===== src/rtl/peq_pkg.sv =====
package peq_pkg;
  // Hold length in ms ticks for a code: 0 -> 0, n -> unit << (n-1)
  function automatic int unsigned hold_len(input int unsigned code, input int unsigned unit);
    if (code == 0) return 0;
    return unit << (code - 1);
  endfunction
endpackage


===== src/rtl/peq_sync.sv =====
module peq_sync #(
  parameter int STAGES = 2
) (
  input  logic clk,
  input  logic rst_n,
  input  logic d,
  output logic q
);
  logic [STAGES-1:0] sr;

  always_ff @(posedge clk or negedge rst_n) begin
    if (!rst_n) sr <= '0;
    else        sr <= {sr[STAGES-2:0], d};
  end

  assign q = sr[STAGES-1];
endmodule


===== src/rtl/peq_filter.sv =====
module peq_filter #(
  parameter int FILT_TICKS = 14
) (
  input  logic clk,
  input  logic rst_n,
  input  logic lvl,
  input  logic tick,
  output logic filt
);
  localparam int CW = $clog2(FILT_TICKS + 1);
  logic [CW-1:0] cnt;

  always_ff @(posedge clk or negedge rst_n) begin
    if (!rst_n) begin
      cnt  <= '0;
      filt <= 1'b0;
    end else if (!lvl) begin
      cnt  <= '0;
      filt <= 1'b0;
    end else if (!filt && tick) begin
      if (cnt == CW'(FILT_TICKS - 1)) filt <= 1'b1;
      else                            cnt  <= cnt + 1'b1;
    end
  end

  // a low synchronised level clears the qualified level on the next edge
  assert_fall_prompt_R3: assert property (@(posedge clk) disable iff (!rst_n)
    !lvl |=> !filt);

  // qualification happens only on a tick while the level is high
  assert_rise_on_tick_R2: assert property (@(posedge clk) disable iff (!rst_n)
    $rose(filt) |-> ($past(tick) && $past(lvl)));
endmodule


===== src/rtl/peq_hold.sv =====
module peq_hold #(
  parameter int CNT_W = 10
) (
  input  logic             clk,
  input  logic             rst_n,
  input  logic             filt,
  input  logic             ms_tick,
  input  logic [CNT_W-1:0] load_val,
  output logic             active
);
  logic [CNT_W-1:0] cnt;
  logic             filt_d;
  logic             rise;

  assign rise = filt & ~filt_d;

  always_ff @(posedge clk or negedge rst_n) begin
    if (!rst_n) begin
      cnt    <= '0;
      filt_d <= 1'b0;
    end else begin
      filt_d <= filt;
      if (rise)                               cnt <= load_val;
      else if (!filt && ms_tick && cnt != '0) cnt <= cnt - 1'b1;
    end
  end

  assign active = (cnt != '0);

  // the counter is frozen while the qualified level stays high
  assert_pause_high_R10: assert property (@(posedge clk) disable iff (!rst_n)
    (filt && filt_d) |=> $stable(cnt));

  // outside a reload the counter only steps down by one on a ms tick
  assert_step_down_R5: assert property (@(posedge clk) disable iff (!rst_n)
    ((cnt != $past(cnt)) && !$past(rise)) |-> ($past(ms_tick) && (cnt == $past(cnt) - 1'b1)));
endmodule


===== src/rtl/pair_enable_qual.sv =====
module pair_enable_qual #(
  parameter int NUM_GRP     = 4,
  parameter int SEL_W       = 2,
  parameter int SYNC_STAGES = 2,
  parameter int FILT_TICKS  = 14,
  parameter int HOLD_UNIT   = 128
) (
  input  logic                     clk,
  input  logic                     rst_n,
  input  logic                     us_tick,
  input  logic                     ms_tick,
  input  logic [NUM_GRP-1:0]       en_pin,
  input  logic                     cfg_we,
  input  logic [NUM_GRP*SEL_W-1:0] cfg_sel,
  output logic [NUM_GRP-1:0]       en_func
);
  import peq_pkg::*;

  localparam int NUM_CODES = 1 << SEL_W;
  localparam int MAX_HOLD  = HOLD_UNIT << (NUM_CODES - 2);
  localparam int CNT_W     = $clog2(MAX_HOLD + 1);

  logic [NUM_GRP*SEL_W-1:0] sel_q;
  logic [NUM_GRP-1:0]       pin_s, filt, hold_act;

  always_ff @(posedge clk or negedge rst_n) begin
    if (!rst_n)      sel_q <= '0;
    else if (cfg_we) sel_q <= cfg_sel;
  end

  for (genvar g = 0; g < NUM_GRP; g++) begin : g_grp
    logic [SEL_W-1:0] code;
    logic [CNT_W-1:0] load_val;

    assign code     = sel_q[g*SEL_W +: SEL_W];
    assign load_val = CNT_W'(hold_len(int'(code), HOLD_UNIT));

    peq_sync #(.STAGES(SYNC_STAGES)) u_sync (
      .clk(clk), .rst_n(rst_n), .d(en_pin[g]), .q(pin_s[g]));

    peq_filter #(.FILT_TICKS(FILT_TICKS)) u_filt (
      .clk(clk), .rst_n(rst_n), .lvl(pin_s[g]), .tick(us_tick), .filt(filt[g]));

    peq_hold #(.CNT_W(CNT_W)) u_hold (
      .clk(clk), .rst_n(rst_n), .filt(filt[g]), .ms_tick(ms_tick),
      .load_val(load_val), .active(hold_act[g]));

    assign en_func[g] = filt[g] | hold_act[g];

    // a permission can only start from a qualified pin
    assert_start_from_pin_R4: assert property (@(posedge clk) disable iff (!rst_n)
      $rose(en_func[g]) |-> filt[g]);

    // permission ends only on a ms tick or with the qualified level
    assert_end_cause_R5: assert property (@(posedge clk) disable iff (!rst_n)
      $fell(en_func[g]) |-> ($past(ms_tick) || $past(filt[g])));
  end
endmodule


===== config.mk =====
export PLATFORM = sky130hd
export DESIGN_NAME = pair_enable_qual
export DESIGN_NICKNAME = d
export VERILOG_FILES = /design/src/rtl/peq_pkg.sv /design/src/rtl/peq_sync.sv /design/src/rtl/peq_filter.sv /design/src/rtl/peq_hold.sv /design/src/rtl/pair_enable_qual.sv
export SDC_FILE = /design/constraint.sdc
export NUM_CORES = 1
export LEC_CHECK = 0
export BUFFER_PORTS_ARGS = -buffer_cell sky130_fd_sc_hd__buf_2
export CORE_ASPECT_RATIO = 1.75
export CORE_MARGIN = 1
export CORE_UTILIZATION = 45
export DETAILED_ROUTE_END_ITERATION = 12
export GPL_TIMING_DRIVEN = 0
export PLACE_DENSITY = 0.71
export SKIP_LAST_GASP = 1
export SLEW_MARGIN = 10
export SYNTH_ARGS = -nofsm -noshare
export SYNTH_HDL_FRONTEND = slang
export SYNTH_SLANG_ARGS = --single-unit

===== constraint.sdc =====
create_clock -name clk -period 3.9 [get_ports clk]
set_input_delay 0.975 -clock clk [delete_from_list [all_inputs] [get_ports clk]]
set_output_delay 0.975 -clock clk [all_outputs]
set_load 0.02 [all_outputs]

==> out/qor.yml, run 1 <==
pwr:
  netSwitchingFraction_pct: 30.84
  p_sw_w: 0.0008524
  p_int_w: 0.001912
  p_per_area_mw_per_mm2: 590.3
  pwr-share-seq_pct: 46.1
  total_power_w: 0.002764
  pwr-share-clk_pct: 32.4
  combPwrFrac_pct: 21.5
  vdd_drop_max_uv: 422.6
  p_leak_nw: 2.037
finish:
  antenna_cells: 0
  drive_above_1_share_pct: 13.70
  nFillCells: 758
  num-nets-final: 441
  area_delta_synth_final_pct: 14.64
routing:
  avgViaCountPerCell: 5.572
  dr.pass1.iters: 4
  drt_wl_total_microns: 7309
  drc: 0
  drtIter0Drc: 145
  wire_per_inst_microns: 13.71
  ant_nets: 0
  vias: 2970
die:
  row_count: 45
  start_util_pct: 46.81
  pin_count: 21
  die_area_sq_mm: 0.009478
  core_area_sq_mm: 0.008727
  die_x_microns: 74.03
  fp.dieH_microns: 128.0
grt:
  grt_util_all_layers_pct: 17.95
  grt_start_max_net_pins: 54
  overflow: 0
  first_global_vias: 3067
  grt_pass1_wl_microns: 13060
  antenna_found_initial: 0
cts:
  cts_resized: 0
  clockBufferDepth: 2
  cts_tree: "done"
  post-cts-setup-buffers: 0
  ctsHtreeMaxLevel: 3
  cts-root-buf: "clkbuf_16"
  clk_pin_slew_ns: 0.06
  clock_sinks: 80
  numCtsBuffers: 9
  cts_hold_buf: 0
  clock_latency_ns: 0.33
placement:
  port_buffers: 20
  place.gp.congestion: 0.7983
  dp_hpwl_microns: 5313
synthesis:
  synth_cells: 380
  syn_nets: 409
  synth-main-ff-cell: "dfrtp_1"
  ys.warnings.count: 0
  async_flop_share_pct: 100.0
  synth_edf_count: 0
  yosysUniqueCellTypes: 61
  avgSynthCellArea_sq_um: 10.75
  seq_area_frac_synth_pct: 49.00
  ys_ff_latch: 80
  syn_area_sq_mm: 0.004085
timing:
  timing.fmax_mhz: 320.0
  slew_headroom_pct: 45.46
  hold_viol_final: 0
  setup_viol: 0
  rsz0062_at_grt: "false"
  tightestPinTransition_ns: 0.7974
  skew_ns: 0.004728
  finalSetupTns_ns: 0
  post-route-min-period_ns: 3.125
  maxSlewViolCount: 0
  period_share_pct: 80.12
worst_setup_path:
  critPathRequiredTime_ns: 2.92
  end_kind: "output pin"
  cp.arrival_ns: 2.15
  cp-start-kind: "register"
  rr_worst_depth: 4
  path_class: "register to output pin"
  path_max_fanout: 9
status:
  status: "finished clean"
hold_path:
  worstHoldPathType: "register to register"
  min_path_cells: 0
flow_run:
  drv_cap: 0
==> per-stage QoR <==
| step | instance area (sq um) | util (%) | std cells | hold slack [ns] | setup WS, ns |
|---|---|---|---|---|---|
| 3_5_place_dp | 4362 | 49.98 | 518 | 0.3364 | 1.140 |
| 2_1_floorplan | 4085 | - | 380 | 0.3312 | 1.435 |
| 5_1_grt | 4683 | 53.66 | 533 | 0.3561 | 0.6190 |
| 6_report | 4683 | 53.66 | 533 | 0.3458 | 0.7755 |
| 3_3_place_gp | 4332 | 49.63 | 517 | 0.3330 | 1.163 |
| 4_1_cts | 4683 | 53.66 | 533 | 0.3489 | 0.7560 |
==> cell usage in the layout (no fill, tap or decap), types with 11 or more instances in the layout <==
master   instances
nor2b_1         11
dfrtp_1         80
nor2_1          19
ha_1            12
xnor2_1         14
mux2i_1         13
and2_1          12
inv_1           18
nand2_1         25
a21oi_1         23
buf_2           20
==> final cells by class <==
class | instances | area (sq um) | area share [%]
flip-flops and latches | 80 | 2002 | 42.75
multi-input cells | 273 | 1977 | 42.21
clock buffers | 12 | 256.5 | 5.477
well taps | 117 | 146.4 | 3.126
repair buffers | 21 | 130.1 | 2.779
inverters | 18 | 67.56 | 1.443
clock inverters | 3 | 65.06 | 1.389
plain buffers | 9 | 38.79 | 0.8282
==> power by group through the flow <==
stage | clock (W) | combinational [W] | sequential (W)
detailed placement | 0 | 0.000599 | 0.00129
global placement | 0 | 0.000561 | 0.00127
floorplan | 0 | 0.000480 | 0.00123
global route | 0.000950 | 0.000687 | 0.00131
CTS | 0.000921 | 0.000603 | 0.00127
finish | 0.000896 | 0.000594 | 0.00127
==> synth_stat cells (3+ instances only) <==
master	number	area [sq um]
xor2_1	9	78.83
mux2_2	4	45.04
nand3b_1	6	45.04
or4_1	8	60.06
nor2_1	19	71.32
nor2b_1	11	68.82
and2_1	12	75.07
a21oi_1	23	115.1
a211oi_1	3	22.52
nor3_1	6	30.03
o31ai_1	4	30.03
dfrtp_1	80	2002
or3_1	8	50.05
inv_1	18	67.56
a31oi_1	5	31.28
xnor2_1	14	122.6
o211a_1	3	30.03
clkbuf_1	7	26.28
nand3_1	9	45.04
nor4b_1	3	26.28
nor3b_1	3	22.52
nand2b_1	7	43.79
o21ai_1	3	15.01
o41ai_1	3	26.28
a311oi_1	3	26.28
nor4_1	3	18.77
and3_1	4	25.02
nand2_1	25	93.84
nor4_2	3	37.54
mux2i_1	13	130.1
o21ai_0	10	50.05
ha_1	12	150.1
a2111oi_0	3	26.28
or4b_4	3	41.29
==> registers in the layout, summed over array words and instances (netlist names) <==
name	count
g_grp.u_hold.filt_d	4
sel_q	8
g_grp.u_filt.cnt	16
g_grp.u_filt.filt	4
g_grp.u_sync.sr	8
g_grp.u_hold.cnt	40
==> critical path, stage by stage, from the launching register on <==
cell	delay (ns)
dfrtp_1	0.46
nor4_4	0.61
nand3_1	0.25
or2_2	0.34
buf_2	0.16
==> worst paths after layout <==
kind                                          end              startpoint  slack (ns)
setup / recovery                       en_func[1]  g_grp[1].u_hold.cnt[6]        0.78
hold / removal              g_grp[1].u_sync.sr[1]   g_grp[1].u_sync.sr[0]        0.35
setup reg to reg           g_grp[0].u_hold.cnt[7]    g_grp[0].u_filt.filt        1.97
hold reg to reg             g_grp[1].u_sync.sr[1]   g_grp[1].u_sync.sr[0]        0.35
max in group asynchronous   g_grp[1].u_sync.sr[0]                   rst_n        2.76
min in group asynchronous  g_grp[2].u_hold.cnt[7]                   rst_n        0.56
==> per-layer routing <==
metal	part of all wire (%)	wire length [microns]	GRT usage, %
met1	41	3005	20.20
met4	2.2	159	8.710
met2	55	4004	31.60
met3	1.9	140	3.302
met5	0	0	0
==> kinds of logic (layout without fill, tap and decap cells) <==
group	Yosys count	after routing	share of synthesized area [%]
buf+inv	27	63	2.603
mux	17	17	4.288
flops	80	80	49.00
xor+xnor	23	23	4.931
simple gates	149	149	23.06
compound gates	72	72	12.44
fa+ha+maj	12	12	3.675
Power figures use the tool's default switching activity.
==> inputs of run 2 (changes only) <==
--- a/config.mk
+++ b/config.mk
@@ -5,6 +5,7 @@
 export SDC_FILE = /design/constraint.sdc
 export NUM_CORES = 1
 export LEC_CHECK = 0
+export ABC_AREA = 1
 export BUFFER_PORTS_ARGS = -buffer_cell sky130_fd_sc_hd__buf_2
 export CORE_ASPECT_RATIO = 1.75
 export CORE_MARGIN = 1
==> constraint.sdc (replaced) <==
create_clock -name clk -period 3 [get_ports clk]
set_input_delay 0.75 -clock clk [delete_from_list [all_inputs] [get_ports clk]]
set_output_delay 0.75 -clock clk [all_outputs]
set_load 0.02 [all_outputs]
==> out/qor.yml, run 2 <==
status:
  status: "finished clean"
worst_setup_path:
  critPathTopFamily: "simple AND/OR/NAND/NOR gates"
  cp.depth: 8  # +4
  rrSetupSlack_ns: 1.30  # -0.67 ns
  rr_worst_depth: 10  # +6
  cpPeakStageDelay_ns: 0.36  # -0.25 ns
  cp-start-kind: "register"
  critical_path_buf_inv_count: 2  # +1
  worstReg2RegEnd: "g_grp[1].u_hold.cnt[0]"
  slowest_stage: "dfrtp_1"
  r2r-start: "g_grp[1].u_hold.cnt[0]"
  end_kind: "output pin"
  path_class: "register to output pin"
  critPathRequiredTime_ns: 2.25  # -0.67 ns
  cp.arrival_ns: 1.98  # -0.17 ns
  path_max_fanout: 5  # -4
  path_cells: "inv_1, ha_1, nand2_1, nor2_1, nand3_1, nor2_1, nand3_1, buf_2"
placement:
  post-place-ws_ns: 0.6293  # -0.5104 ns
  place.gp.congestion: 0.8827  # +11%
  dp_hpwl_microns: 6207  # +17%
  place_area_sq_mm: 0.004551  # +4.3%
  port_buffers: 20  # unchanged
synthesis:
  synth_top_area_share_pct: 46.88  # -2.1 points
  ys_ff_latch: 80  # unchanged
  synth_cells: 532  # +40%
  syn_nets: 561  # +37%
  yosysUniqueCellTypes: 31  # -49%
  synth-main-ff-cell: "dfrtp_1"
  syn_area_sq_mm: 0.004270  # +4.5%
  synth_edf_count: 0  # unchanged
  yosys.cell_count.top_type: "nand2_1"
  async_flop_share_pct: 100.0  # unchanged
  seq_area_frac_synth_pct: 46.88  # -2.1 points
  synth_area_leader_cell: "dfrtp_1"
  avgSynthCellArea_sq_um: 8.027  # -25%
  ys.warnings.count: 0  # unchanged
  synth.area.top_cells: "dfrtp_1 (47%), nand2_1 (9.5%), nand3_1 (7.5%)"
  synth_common_cells: "nand2_1 (108), nor2_1 (81), dfrtp_1 (80)"
pwr:
  combPwrFrac_pct: 30.2  # +8.7 points
  pwr-share-seq_pct: 42.3  # -3.8 points
  p_int_w: 0.002357  # +23%
  pwr-share-clk_pct: 27.5  # -4.9 points
  p_sw_w: 0.001343  # +57%
  vdd_drop_max_uv: 385.3  # -8.8%
  p_leak_nw: 2.395  # +18%
  p_per_area_mw_per_mm2: 766.6  # +30%
  netSwitchingFraction_pct: 36.29  # +5.5 points
cts:
  clk_pin_slew_ns: 0.06  # about the same
  post-cts-setup-buffers: 0  # unchanged
  cts-root-buf: "clkbuf_16"
  clock_sinks: 80  # unchanged
  cts_tree: "done"
  clock_latency_ns: 0.34  # about the same
  clockBufferDepth: 2  # unchanged
  numCtsBuffers: 9  # unchanged
  cts_hold_buf: 0  # unchanged
  ctsHtreeMaxLevel: 3  # unchanged
  cts_resized: 0  # unchanged
grt:
  grt_pass1_wl_microns: 14210  # +8.8%
  grt_util_all_layers_pct: 19.03  # +1.1 points
  grt_start_max_net_pins: 53  # -1.9%
  overflow: 0  # unchanged
  antenna_found_initial: 0  # unchanged
  first_global_vias: 3366  # +9.7%
timing:
  period_share_pct: 90.96
  finalSetupTns_ns: 0  # unchanged
  post-route-min-period_ns: 2.729
  maxSlewViolCount: 0  # unchanged
  slew_headroom_pct: 69.77  # +24 points
  hold_viol_final: 0  # unchanged
  setup_viol: 0  # unchanged
  skew_ns: 0.006507  # +0.001779 ns
  tightestPinTransition_ns: 0.4534  # -0.3440 ns
  fin_ws_ns: 0.2712  # -0.5043 ns
  timing.fmax_mhz: 366.5
  rsz0062_at_grt: "false"
  holdWs_ns: 0.3431  # -0.002714 ns
finish:
  drive_above_1_share_pct: 12.65  # -1.0 points
  most-common-layout-cells: "nand2_1 (108), nor2_1 (81), dfrtp_1 (80)"
  nFillCells: 867  # +14%
  num-nets-final: 593  # +34%
  final_common_cell: "nand2_1"
  antenna_cells: 0  # unchanged
  top_regs: "g_grp.u_hold.cnt (40), g_grp.u_filt.cnt (16)"
  area_delta_synth_final_pct: 13.01
  largest_reg_flops: 40  # unchanged
  regMostFlops: "g_grp.u_hold.cnt"
  final_util_pct: 52.73  # -0.93 points
  final_area_sq_mm: 0.004826  # +3.0%
routing:
  wire_per_inst_microns: 12.13  # -12%
  drtIter0Drc: 148  # +2.1%
  vias: 3457  # +16%
  ant_nets: 0  # unchanged
  dr.pass1.iters: 4  # unchanged
  drt_wl_total_microns: 8355  # +14%
  drc: 0  # unchanged
  avgViaCountPerCell: 5.017  # -10%
die:
  start_util_pct: 46.66  # -0.15 points
  pin_count: 21  # unchanged
  fp.dieH_microns: 130.9  # +2.2%
  row_count: 46  # +2.2%
  die_x_microns: 75.64  # +2.2%
  core_area_sq_mm: 0.009151  # +4.9%
  die_area_sq_mm: 0.009899  # +4.4%
hold_path:
  worstHoldPathType: "input pin to async pin"
flow_run:
  drv_cap: 0  # unchanged
[run 2: worst register-to-register path, delay by kind of cell (launching register included)]
kind | cells | cell delay [ns]
simple gates | 6 | 0.67
flops | 1 | 0.36
buf+inv | 2 | 0.30
fa+ha+maj | 1 | 0.22
compound gates | 1 | 0.05
[run 2: power groups by stage]
stage | logic, W | clock network, W | registers (W)
after detailed placement | 0.00113 | 0 | 0.00158
after global routing | 0.00131 | 0.00108 | 0.00160
after floorplan | 0.000916 | 0 | 0.00153
after global placement | 0.00107 | 0 | 0.00157
after CTS | 0.00113 | 0.00104 | 0.00156
final | 0.00112 | 0.00102 | 0.00157
[run 2: stage by stage]
stage | power (W) | instances
2_1_floorplan | 0.002450 | 532
3_5_place_dp | 0.002707 | 673
4_1_cts | 0.003739 | 689
5_1_grt | 0.003995 | 689
3_3_place_gp | 0.002645 | 672
6_report | 0.003700 | 689
[run 2: cells by family (layout without fill, tap and decap cells)]
group                      count (synthesis)  after routing  share of synthesized area [%]
and+or+nand+nor                          297            297                          31.50
DFF                                       80             80                          46.88
buffers and inverters                     78            115                          7.530
AOI/OAI and AO/OA                         47             47                          6.886
xor gates and xnor gates                  18             18                          3.692
adders and majority gates                 12             12                          3.516
[run 2: area by class of cell]
type	count	area, sq um	share of cell area [%]
plain buffers	8	58.81	1.219
clock inverters	4	28.78	0.5963
multi-input cells	374	1947	40.34
inverters	70	262.8	5.445
well taps	120	150.1	3.111
repair buffers	21	130.1	2.696
clock buffers	12	246.5	5.108
flip-flops and latches	80	2002	41.48
[run 2: metal layers]
| layer | GRT usage [%] | wire length [microns] |
|---|---|---|
| met2 | 34.72 | 4509 |
| met5 | 0 | 0 |
| met4 | 10.78 | 193 |
| met1 | 20.79 | 3427 |
| met3 | 1.840 | 225 |
[run 2: worst max path at each step]
stage | from | end | slack, ns
after floorplan | g_grp[2].u_hold.cnt[0] | en_func[2] | 0.97
after global placement | rst_n | g_grp[2].u_sync.sr[0] | 0.54
after detailed placement | g_grp[2].u_hold.cnt[0] | en_func[2] | 0.63
after CTS | g_grp[2].u_hold.cnt[0] | en_func[2] | 0.26
after global routing | g_grp[2].u_hold.cnt[0] | en_func[2] | 0.14
final | g_grp[2].u_hold.cnt[0] | en_func[2] | 0.27
==> inputs of run 3 (changes only) <==
--- a/config.mk
+++ b/config.mk
@@ -7,12 +7,14 @@
 export LEC_CHECK = 0
 export ABC_AREA = 1
 export BUFFER_PORTS_ARGS = -buffer_cell sky130_fd_sc_hd__buf_2
+export CELL_PAD_IN_SITES_DETAIL_PLACEMENT = 2
+export CELL_PAD_IN_SITES_GLOBAL_PLACEMENT = 2
 export CORE_ASPECT_RATIO = 1.75
 export CORE_MARGIN = 1
-export CORE_UTILIZATION = 45
+export CORE_UTILIZATION = 37
 export DETAILED_ROUTE_END_ITERATION = 12
 export GPL_TIMING_DRIVEN = 0
-export PLACE_DENSITY = 0.71
+export PLACE_DENSITY = 0.88
 export SKIP_LAST_GASP = 1
 export SLEW_MARGIN = 10
 export SYNTH_ARGS = -nofsm -noshare
==> out/qor.yml, run 3 (synthesis results as in run 2) <==
finish:
  num-nets-final: 593  # unchanged
  antenna_cells: 0  # unchanged
  final_common_cell: "nand2_1"
  top_regs: "g_grp.u_hold.cnt (40), g_grp.u_filt.cnt (16)"
  most-common-layout-cells: "nand2_1 (108), nor2_1 (81), dfrtp_1 (80)"
  regMostFlops: "g_grp.u_hold.cnt"
  drive_above_1_share_pct: 13.01  # +0.35 points
  instances_no_fill: 701  # +1.7%
  area_delta_synth_final_pct: 13.48
  nFillCells: 1299  # +50%
  largest_reg_flops: 40  # unchanged
worst_setup_path:
  critPathRequiredTime_ns: 2.25  # about the same
  slowest_stage: "dfrtp_1"
  critPathTopFamily: "simple AND/OR/NAND/NOR gates"
  path_cells: "inv_1, ha_1, nand2_1, nor2_1, nand3_1, nor2_1, nand3_1, buf_2"
  path_class: "register to output pin"
  path_max_fanout: 5  # unchanged
  rr_worst_depth: 9  # -1
  cp.arrival_ns: 2.00  # +0.02 ns
  r2r-start: "g_grp[0].u_hold.cnt[0]"
  rrSetupSlack_ns: 1.13  # -0.17 ns
  worstReg2RegEnd: "g_grp[0].u_hold.cnt[7]"
  cp-start-kind: "register"
  end_kind: "output pin"
  cpPeakStageDelay_ns: 0.37  # about the same
  cp.depth: 8  # unchanged
  critical_path_buf_inv_count: 2  # unchanged
routing:
  avgViaCountPerCell: 5.374  # +7.1%
  dr.pass1.iters: 4  # unchanged
  wire_per_inst_microns: 18.75  # +55%
  vias: 3767  # +9.0%
  drt_wl_total_microns: 13150  # +57%
  drc: 0  # unchanged
  drtIter0Drc: 168  # +14%
  ant_nets: 0  # unchanged
cts:
  cts_hold_buf: 0  # unchanged
  cts_resized: 0  # unchanged
  post-cts-setup-buffers: 0  # unchanged
  clock_latency_ns: 0.35  # about the same
  cts_tree: "done"
  ctsHtreeMaxLevel: 3  # unchanged
  cts-root-buf: "clkbuf_16"
  clock_sinks: 80  # unchanged
  clockBufferDepth: 2  # unchanged
  numCtsBuffers: 9  # unchanged
  clk_pin_slew_ns: 0.07  # about the same
timing:
  maxSlewViolCount: 0  # unchanged
  rsz0062_at_grt: "false"
  skew_ns: 0.006013  # -0.0004936 ns
  period_share_pct: 91.82  # +0.86 points
  holdWs_ns: 0.3544  # +0.01127 ns
  tightestPinTransition_ns: 0.5790  # +0.1256 ns
  setup_viol: 0  # unchanged
  slew_headroom_pct: 61.40  # -8.4 points
  timing.fmax_mhz: 363.0  # -0.94%
  hold_viol_final: 0  # unchanged
  post-route-min-period_ns: 2.755  # +0.02581 ns
  finalSetupTns_ns: 0  # unchanged
hold_path:
  holdPathEnd: "g_grp[0].u_sync.sr[1]"
  min_from: "g_grp[0].u_sync.sr[0]"
  worstHoldPathType: "register to register"
  min_path_cells: 0
pwr:
  p_per_area_mw_per_mm2: 813.0  # +6.1%
  p_leak_nw: 2.407  # +0.51%
  total_power_w: 0.003940  # +6.5%
  vdd_drop_max_uv: 379.3  # -1.6%
placement:
  port_buffers: 20  # unchanged
  placedCellCount: 685  # +1.8%
  place.gp.congestion: 0.7838  # -11%
  dp_hpwl_microns: 8960  # +44%
grt:
  antenna_found_initial: 0  # unchanged
  grt_pass1_wl_microns: 22380  # +57%
  grt_start_max_net_pins: 42  # -21%
  grt_util_all_layers_pct: 24.13  # +5.1 points
  overflow: 0  # unchanged
  first_global_vias: 4432  # +32%
flow_run:
  drv_cap: 0  # unchanged
die:
  pin_count: 21  # unchanged
  core_area_sq_mm: 0.01117  # +22%
  row_count: 51  # +11%
  start_util_pct: 38.24  # -8.4 points
  die_x_microns: 83.21  # +10%
  die_area_sq_mm: 0.01199  # +21%
  fp.dieH_microns: 144.1  # +10%
status:
  status: "finished clean"
[run 3: where the power goes]
part	switching, W	internal (W)
logic	0.000832	0.000429
registers	0.000253	0.00134
clock network	0.000502	0.000581
[run 3: area by class of cell]
cell class              instances  area (sq um)  share of cell area, %
multi-input cells             374          1947                  40.18
clock inverters                 7         62.56                  1.291
well taps                     132         165.2                  3.408
inverters                      70         262.8                  5.422
clock buffers                   9         225.2                  4.648
flip-flops and latches         80          2002                  41.31
plain buffers                   8         58.81                  1.214
repair buffers                 21         122.6                  2.530
[run 3: stage by stage]
| step | utilization (%) | worst slack (ns) | cell area [sq um] |
|---|---|---|---|
| 6_report | 43.40 | 0.2454 | 4846 |
| 5_1_grt | 43.40 | 0.05001 | 4846 |
| 4_1_cts | 43.40 | 0.2088 | 4846 |
| 3_5_place_dp | 40.82 | 0.6104 | 4558 |
| 3_3_place_gp | 40.62 | 0.4691 | 4536 |
| 2_1_floorplan | - | 0.9729 | 4270 |
[run 3: how the worst max path moves through the flow]
| stage | from | end | slack, ns |
|---|---|---|---|
| floorplan | g_grp[2].u_hold.cnt[0] | en_func[2] | 0.97 |
| global placement | rst_n | g_grp[3].u_sync.sr[0] | 0.47 |
| detailed placement | g_grp[2].u_hold.cnt[0] | en_func[2] | 0.61 |
| CTS | g_grp[2].u_hold.cnt[0] | en_func[2] | 0.21 |
| global route | g_grp[2].u_hold.cnt[1] | en_func[2] | 0.05 |
| finish | g_grp[2].u_hold.cnt[0] | en_func[2] | 0.25 |
[run 3: metal layers]
layer	up-vias	track usage, %	part of all wire (%)
li1	1772	-	-
met1	1927	24.81	37
met2	44	47.89	58
met3	24	3.881	1.9
met4	0	9.710	2.5
met5	-	0	0
